==> src/rtl/numlex_pkg.sv <==
`timescale 1ns/1ps
package numlex_pkg;

  localparam int ST_W   = 3;
  localparam int AUX_W  = 2;
  localparam int CLS_W  = 3;
  localparam int CTX_W  = ST_W + AUX_W;
  localparam int IDX_W  = CTX_W + CLS_W;

  typedef enum logic [ST_W-1:0] {
    ST_START = 3'b000,
    ST_SIGN  = 3'b001,
    ST_WHOLE = 3'b010,
    ST_FRAC  = 3'b011,
    ST_EXP   = 3'b100,
    ST_DONE  = 3'b101,
    ST_ERROR = 3'b110
  } nl_state_e;

  typedef enum logic [CLS_W-1:0] {
    CC_DIGIT  = 3'd0,
    CC_MINUS  = 3'd1,
    CC_DOT    = 3'd2,
    CC_EXPMRK = 3'd3,
    CC_TERM   = 3'd4,
    CC_OTHER  = 3'd5
  } nl_class_e;

  // aux[0]: a digit has been seen in the current segment (frac: mantissa,
  //         exp: exponent). aux[1]: exponent minus already consumed.
  typedef struct packed {
    nl_state_e              st;
    logic [AUX_W-1:0]       aux;
  } nl_ctx_t;

  localparam nl_ctx_t CTX_RESET = '{st: ST_START, aux: '0};

  function automatic nl_ctx_t nl_go(input nl_state_e s, input logic [AUX_W-1:0] a);
    nl_ctx_t r;
    r.st  = s;
    r.aux = a;
    return r;
  endfunction

  function automatic nl_ctx_t nl_step_fn(input nl_ctx_t c, input nl_class_e k);
    nl_ctx_t n;
    n = nl_go(ST_ERROR, 2'b00);
    case (c.st)
      ST_START: begin
        case (k)
          CC_DIGIT: n = nl_go(ST_WHOLE, 2'b00);
          CC_MINUS: n = nl_go(ST_SIGN, 2'b00);
          CC_DOT:   n = nl_go(ST_FRAC, 2'b00);
          default:  n = nl_go(ST_ERROR, 2'b00);
        endcase
      end
      ST_SIGN: begin
        case (k)
          CC_DIGIT: n = nl_go(ST_WHOLE, 2'b00);
          CC_DOT:   n = nl_go(ST_FRAC, 2'b00);
          default:  n = nl_go(ST_ERROR, 2'b00);
        endcase
      end
      ST_WHOLE: begin
        case (k)
          CC_DIGIT:  n = nl_go(ST_WHOLE, 2'b00);
          CC_DOT:    n = nl_go(ST_FRAC, 2'b01);
          CC_EXPMRK: n = nl_go(ST_EXP, 2'b00);
          CC_TERM:   n = nl_go(ST_DONE, 2'b00);
          default:   n = nl_go(ST_ERROR, 2'b00);
        endcase
      end
      ST_FRAC: begin
        case (k)
          CC_DIGIT:  n = nl_go(ST_FRAC, 2'b01);
          CC_EXPMRK: n = c.aux[0] ? nl_go(ST_EXP, 2'b00) : nl_go(ST_ERROR, 2'b00);
          CC_TERM:   n = c.aux[0] ? nl_go(ST_DONE, 2'b00) : nl_go(ST_ERROR, 2'b00);
          default:   n = nl_go(ST_ERROR, 2'b00);
        endcase
      end
      ST_EXP: begin
        case (k)
          CC_DIGIT: n = nl_go(ST_EXP, {c.aux[1], 1'b1});
          CC_MINUS: n = (c.aux == 2'b00) ? nl_go(ST_EXP, 2'b10) : nl_go(ST_ERROR, 2'b00);
          CC_TERM:  n = c.aux[0] ? nl_go(ST_DONE, 2'b00) : nl_go(ST_ERROR, 2'b00);
          default:  n = nl_go(ST_ERROR, 2'b00);
        endcase
      end
      ST_DONE:  n = nl_go(ST_DONE, 2'b00);
      default:  n = nl_go(ST_ERROR, 2'b00);
    endcase
    return n;
  endfunction

endpackage

==> src/rtl/numlex_classify.sv <==
`timescale 1ns/1ps
module numlex_classify
  import numlex_pkg::*;
#(
  parameter int CHAR_W = 8
) (
  input  logic [CHAR_W-1:0] char_i,
  output nl_class_e         cls_o
);

  localparam logic [CHAR_W-1:0] C_ZERO  = CHAR_W'(8'h30);
  localparam logic [CHAR_W-1:0] C_NINE  = CHAR_W'(8'h39);
  localparam logic [CHAR_W-1:0] C_MINUS = CHAR_W'(8'h2D);
  localparam logic [CHAR_W-1:0] C_DOT   = CHAR_W'(8'h2E);
  localparam logic [CHAR_W-1:0] C_EXP   = CHAR_W'(8'h65);
  localparam int                N_TERM  = 5;
  localparam logic [N_TERM*CHAR_W-1:0] TERM_SET = {
    CHAR_W'(8'h20), CHAR_W'(8'h09), CHAR_W'(8'h0D), CHAR_W'(8'h0A), CHAR_W'(8'h00)
  };

  logic [N_TERM-1:0] term_hit;

  generate
    for (genvar g = 0; g < N_TERM; g++) begin : g_term
      assign term_hit[g] = (char_i == TERM_SET[g*CHAR_W +: CHAR_W]);
    end
  endgenerate

  always_comb begin
    if (char_i >= C_ZERO && char_i <= C_NINE) cls_o = CC_DIGIT;
    else if (char_i == C_MINUS)               cls_o = CC_MINUS;
    else if (char_i == C_DOT)                 cls_o = CC_DOT;
    else if (char_i == C_EXP)                 cls_o = CC_EXPMRK;
    else if (|term_hit)                       cls_o = CC_TERM;
    else                                      cls_o = CC_OTHER;
  end

  always_comb begin
    assert ($onehot0(term_hit)) else $error("AST_TERM_UNIQUE");
  end

endmodule

==> src/rtl/numlex_step.sv <==
`timescale 1ns/1ps
module numlex_step
  import numlex_pkg::*;
#(
  parameter bit USE_TABLE = 1'b0
) (
  input  nl_ctx_t   ctx_i,
  input  nl_class_e cls_i,
  output nl_ctx_t   ctx_o
);

  localparam int SLOTS = 1 << IDX_W;

  generate
    if (USE_TABLE) begin : g_table
      logic [CTX_W-1:0] rom [0:SLOTS-1];
      logic [IDX_W-1:0] idx;

      initial begin
        for (int i = 0; i < SLOTS; i++) begin
          logic [IDX_W-1:0] ii;
          ii = IDX_W'(i);
          rom[i] = nl_step_fn(nl_ctx_t'(ii[IDX_W-1:CLS_W]), nl_class_e'(ii[CLS_W-1:0]));
        end
      end

      assign idx   = {ctx_i, cls_i};
      assign ctx_o = nl_ctx_t'(rom[idx]);
    end else begin : g_logic
      always_comb ctx_o = nl_step_fn(ctx_i, cls_i);
    end
  endgenerate

endmodule

==> src/rtl/numlex_track.sv <==
`timescale 1ns/1ps
module numlex_track
  import numlex_pkg::*;
(
  input  logic    clk,
  input  logic    rst,
  input  logic    adv_i,
  input  nl_ctx_t ctx_n_i,
  output nl_ctx_t ctx_q_o,
  output logic    ok_o,
  output logic    err_o
);

  nl_ctx_t ctx_q;
  logic    ok_q, err_q;

  always_ff @(posedge clk) begin
    if (rst) begin
      ctx_q <= CTX_RESET;
      ok_q  <= 1'b0;
      err_q <= 1'b0;
    end else if (adv_i) begin
      ctx_q <= ctx_n_i;
      ok_q  <= (ctx_n_i.st == ST_DONE);
      err_q <= (ctx_n_i.st == ST_ERROR);
    end
  end

  assign ctx_q_o = ctx_q;
  assign ok_o    = ok_q;
  assign err_o   = err_q;

  AST_ERR_STICKY: assert property (@(posedge clk) disable iff (rst)
    err_q |=> err_q);
  AST_DONE_STICKY: assert property (@(posedge clk) disable iff (rst)
    ok_q |=> ok_q);
  AST_VERDICT_EXCL: assert property (@(posedge clk) disable iff (rst)
    !(ok_q && err_q));
  AST_OK_TRACKS_STATE: assert property (@(posedge clk) disable iff (rst)
    (ok_q == (ctx_q.st == ST_DONE)) && (err_q == (ctx_q.st == ST_ERROR)));
  AST_NO_CODE7: assert property (@(posedge clk) disable iff (rst)
    ctx_q.st != 3'b111);
  AST_HOLD_IDLE: assert property (@(posedge clk) disable iff (rst)
    !adv_i |=> $stable(ctx_q) && $stable(ok_q) && $stable(err_q));
  AST_RESET_START: assert property (@(posedge clk)
    $past(rst) |-> (ctx_q.st == ST_START) && !ok_q && !err_q);

endmodule

==> src/rtl/numlex_top.sv <==
`timescale 1ns/1ps
module numlex_top
  import numlex_pkg::*;
#(
  parameter int CHAR_W    = 8,
  parameter bit USE_TABLE = 1'b0
) (
  input  logic              clk,
  input  logic              rst,
  input  logic              in_valid,
  input  logic [CHAR_W-1:0] in_char,
  output logic [ST_W-1:0]   state_o,
  output logic              num_ok,
  output logic              num_err
);

  nl_class_e cls;
  nl_ctx_t   ctx_q, ctx_n;

  numlex_classify #(.CHAR_W(CHAR_W)) u_cls (
    .char_i (in_char),
    .cls_o  (cls)
  );

  numlex_step #(.USE_TABLE(USE_TABLE)) u_step (
    .ctx_i (ctx_q),
    .cls_i (cls),
    .ctx_o (ctx_n)
  );

  numlex_track u_track (
    .clk     (clk),
    .rst     (rst),
    .adv_i   (in_valid),
    .ctx_n_i (ctx_n),
    .ctx_q_o (ctx_q),
    .ok_o    (num_ok),
    .err_o   (num_err)
  );

  assign state_o = ctx_q.st;

  AST_DONE_NEEDS_TERM: assert property (@(posedge clk) disable iff (rst)
    $rose(num_ok) |-> $past(in_valid && cls == CC_TERM));
  AST_SIGN_ONLY_FROM_START: assert property (@(posedge clk) disable iff (rst)
    $changed(state_o) && state_o == ST_SIGN |-> $past(state_o) == ST_START && $past(cls) == CC_MINUS);
  AST_EXP_NEEDS_MARK: assert property (@(posedge clk) disable iff (rst)
    $changed(state_o) && state_o == ST_EXP |-> $past(cls) == CC_EXPMRK);

endmodule

==> config.mk <==
export PLATFORM = sky130hd
export DESIGN_NAME = numlex_top
export DESIGN_NICKNAME = d
export VERILOG_FILES = /design/src/rtl/numlex_pkg.sv /design/src/rtl/numlex_classify.sv /design/src/rtl/numlex_step.sv /design/src/rtl/numlex_track.sv /design/src/rtl/numlex_top.sv
export SDC_FILE = /design/constraint.sdc
export NUM_CORES = 1
export LEC_CHECK = 0
export ABC_CLOCK_PERIOD_IN_PS = 2300
export BUFFER_PORTS_ARGS = -buffer_cell sky130_fd_sc_hd__buf_2
export CAP_MARGIN = 30
export CORE_MARGIN = 3
export CORE_UTILIZATION = 40
export DETAILED_ROUTE_END_ITERATION = 8
export GPL_ROUTABILITY_DRIVEN = 0
export PLACE_DENSITY = 0.62
export SYNTH_ARGS = -nofsm -noshare
export SYNTH_HDL_FRONTEND = slang
export SYNTH_SLANG_ARGS = --single-unit
==> constraint.sdc <==
create_clock -name clk -period 2.3 [get_ports clk]
set_input_delay 0.575 -clock clk [delete_from_list [all_inputs] [get_ports clk]]
set_output_delay 0.575 -clock clk [all_outputs]
set_load 0.03 [all_outputs]
==> metrics <==
Cells after DPL 112; crit end category flop; PwrDens 472 mW/mm^2; fin. max-slew vios 0; most common cell after layout, fill and taps aside buf_2; Final #Nets 113; Worst slew margin 66.7%; row count 13; critical path required time 2470 ps; Worst setup SP type input pin; Cells after Synth 87; VDD IR-drop max 0.352 mV; Post-CTS Setup Bufs 0; Pre-Repair DR Iteration Count 4; CP dominant cell by count o31ai_2; Seq. cell area 140 sq um; DR vias 665; critical path depth 6; Clock Skew 0.143 ps; fin crit share 88.7%; Seq/Total Area, Yosys 22.6%; Post-synth EDFFs 0; crit path buf inv count 1; Worst-Margin Slew 496 ps; asr flop ratio synth 0%; clock tree sinks 7; leading post-synthesis cells by cell area dfxtp_1, nor2_1, o21ai_0; r2r worst-path depth 6; htree depth 1; hold path endpoint u_track.ok_o; Yosys reg bits 7; dpl ws 6.56 ps; CP Class input pin to flop; initial antenna violation count 0; io pins 16; mean post-synth cell area 7.13 sq um; synthesized area 621 sq um; wirelength, routed 1.41 mm; leakage power 0.287 nW; clock root buffer clkbuf_4; area taken by multi-input logic gates 423 sq um; status complete, no violations; HPWL after DPL 1.12 mm; syn_nets 98; Routed WL per cell 12.2 microns; core area 0.00138 sq mm; # port buffers 15; CP Cell Sequence buf_2 -> or4b_1 -> o31ai_2 -> nand2_1 -> or3_1 -> o31ai_2; CTS tree done; grt ovf 0; Die Wd 45.4 microns; Reg2Reg Launch Point u_track.ctx_q_o[2]; RSZ-0062 raised after global routing false; crit path DAT 2210 ps; cts-stage hold buffer count 0; CTS clk-pin slew, worst paths 50 ps; vias per inst 5.73; number of synthesis warnings 0; Largest stage delay, worst path 630 ps; type of the worst min-delay path flop to flop; R2R Setup Slk 570 ps; # diodes 0; Tmin final 2040 ps; Die H 45.4 microns; post-synth top area cell dfxtp_1; most frequent cells in the layout buf_2, nor2_1, o21ai_0, nand2_1, dfxtp_1; Final Hold Vio Count 0; full die area 0.00206 sq mm; area growth from synthesis to layout 15.5%; vias in the first global route 561; main flop type after synthesis dfxtp_1; FF-to-FF End u_track.ok_o; ratio of cells with drive above 1 in the final layout 21.8%; CP Max Fanout 6; first-pass GRT wire length 2.29 mm; post-layout instance count excluding filler cells 116; Final Setup Violations 0; post-synth top area share 22.6%; TritonCTS buffer count 3; Initial Util 44.9%; Final WS setup 259 ps; count of cell types in the netlist 32; maxcap violations 0; critical path's top delay family simple AND/OR/NAND/NOR gates; Remaining DRCs 0; DR iter-0 viols 12; largest net degree at the start of global routing 12; hold_sp u_track.ok_o; slowest CP cell or4b_1; clk buf depth 2; GRT Util Overall 15.6%; fillcell total 140; fmax 490 MHz; Detail Route Antenna Nets 0; PostCTS Resize Cnt 0; WHS Path Cells 2; Worst-Skew Late Latency 250 ps
how the worst max path moves through the flow:
stage               startpoint                 end  slack (ps)
finish              in_char[7]        u_track.ok_o         260
global route        in_char[7]  u_track.ctx_q_o[2]         190
CTS                 in_char[7]        u_track.ok_o         280
detailed placement  in_char[7]        u_track.ok_o           7
global placement    in_char[7]        u_track.ok_o         -20
floorplan           in_char[7]        u_track.ok_o         180
per-stage QoR:
| stage | instance area, sq um | TNS (ps) | total power [W] | hold slack (ps) | utilization (%) |
|---|---|---|---|---|---|
| after floorplan | 621 | 0 | 0.000205 | 490 | - |
| after global placement | 691 | -20.9 | 0.000230 | 448 | 50.0 |
| after detailed placement | 691 | 0 | 0.000229 | 453 | 50.0 |
| after CTS | 717 | 0 | 0.000347 | 465 | 51.9 |
| after global routing | 717 | 0 | 0.000367 | 486 | 51.9 |
| final | 717 | 0 | 0.000338 | 460 | 51.9 |
worst register-to-register path, cell delays in order, from the launching register on:
cell      delay [ps]
dfxtp_1          500
inv_1            130
and2_1           190
o211ai_1         100
nand3_1          110
or3_1            390
o31ai_2          230
report_power, final:
group          switching (W)  total [W]  internal [W]
Sequential         0.0000118   0.000140      0.000129
Clock              0.0000450   0.000111     0.0000662
Combinational      0.0000524  0.0000868     0.0000344
layout make-up:
| type | count | area share, % |
|---|---|---|
| flip-flops and latches | 7 | 19.5 |
| clock buffers | 4 | 3.66 |
| repair buffers | 17 | 12.6 |
| inverters | 5 | 2.62 |
| multi-input cells | 68 | 59.0 |
| well taps | 15 | 2.62 |
logic make-up (layout without fill, tap and decap cells):
group	Yosys count	after routing	share of synthesized area (%)
buffers and inverters	12	26	9.27
AOI/OAI and AO/OA	25	25	28.2
DFF	7	7	22.6
and+or+nand+nor	43	43	39.9
state kept, by name, summed over array words and instances (netlist names):
register / cells
u_track.err_o: 1
u_track.ctx_q_o: 5
u_track.ok_o: 1
synth_stat cells (2+ instances only):
cell	count
nand4b_1	2
a211oi_1	4
a21o_1	2
inv_1	5
or3_1	4
dfxtp_1	7
buf_4	3
or4b_1	2
o31ai_2	2
and4bb_1	2
nor2b_1	3
a21oi_1	3
nor2_1	11
clkbuf_1	3
nand2_1	7
nor3_1	4
o21ai_0	7
nand3_1	2
per-layer routing:
| layer | GRT usage (%) | vias to the layer above | share of wire [%] |
|---|---|---|---|
| met5 | 0 | - | 0 |
| met3 | 7.11 | 2 | 5.2 |
| met1 | 20.6 | 303 | 52 |
| met2 | 22.3 | 12 | 42 |
| met4 | 5.26 | 0 | 1.3 |
| li1 | - | 348 | - |
Note: power is estimated with default switching activity, not from simulation.
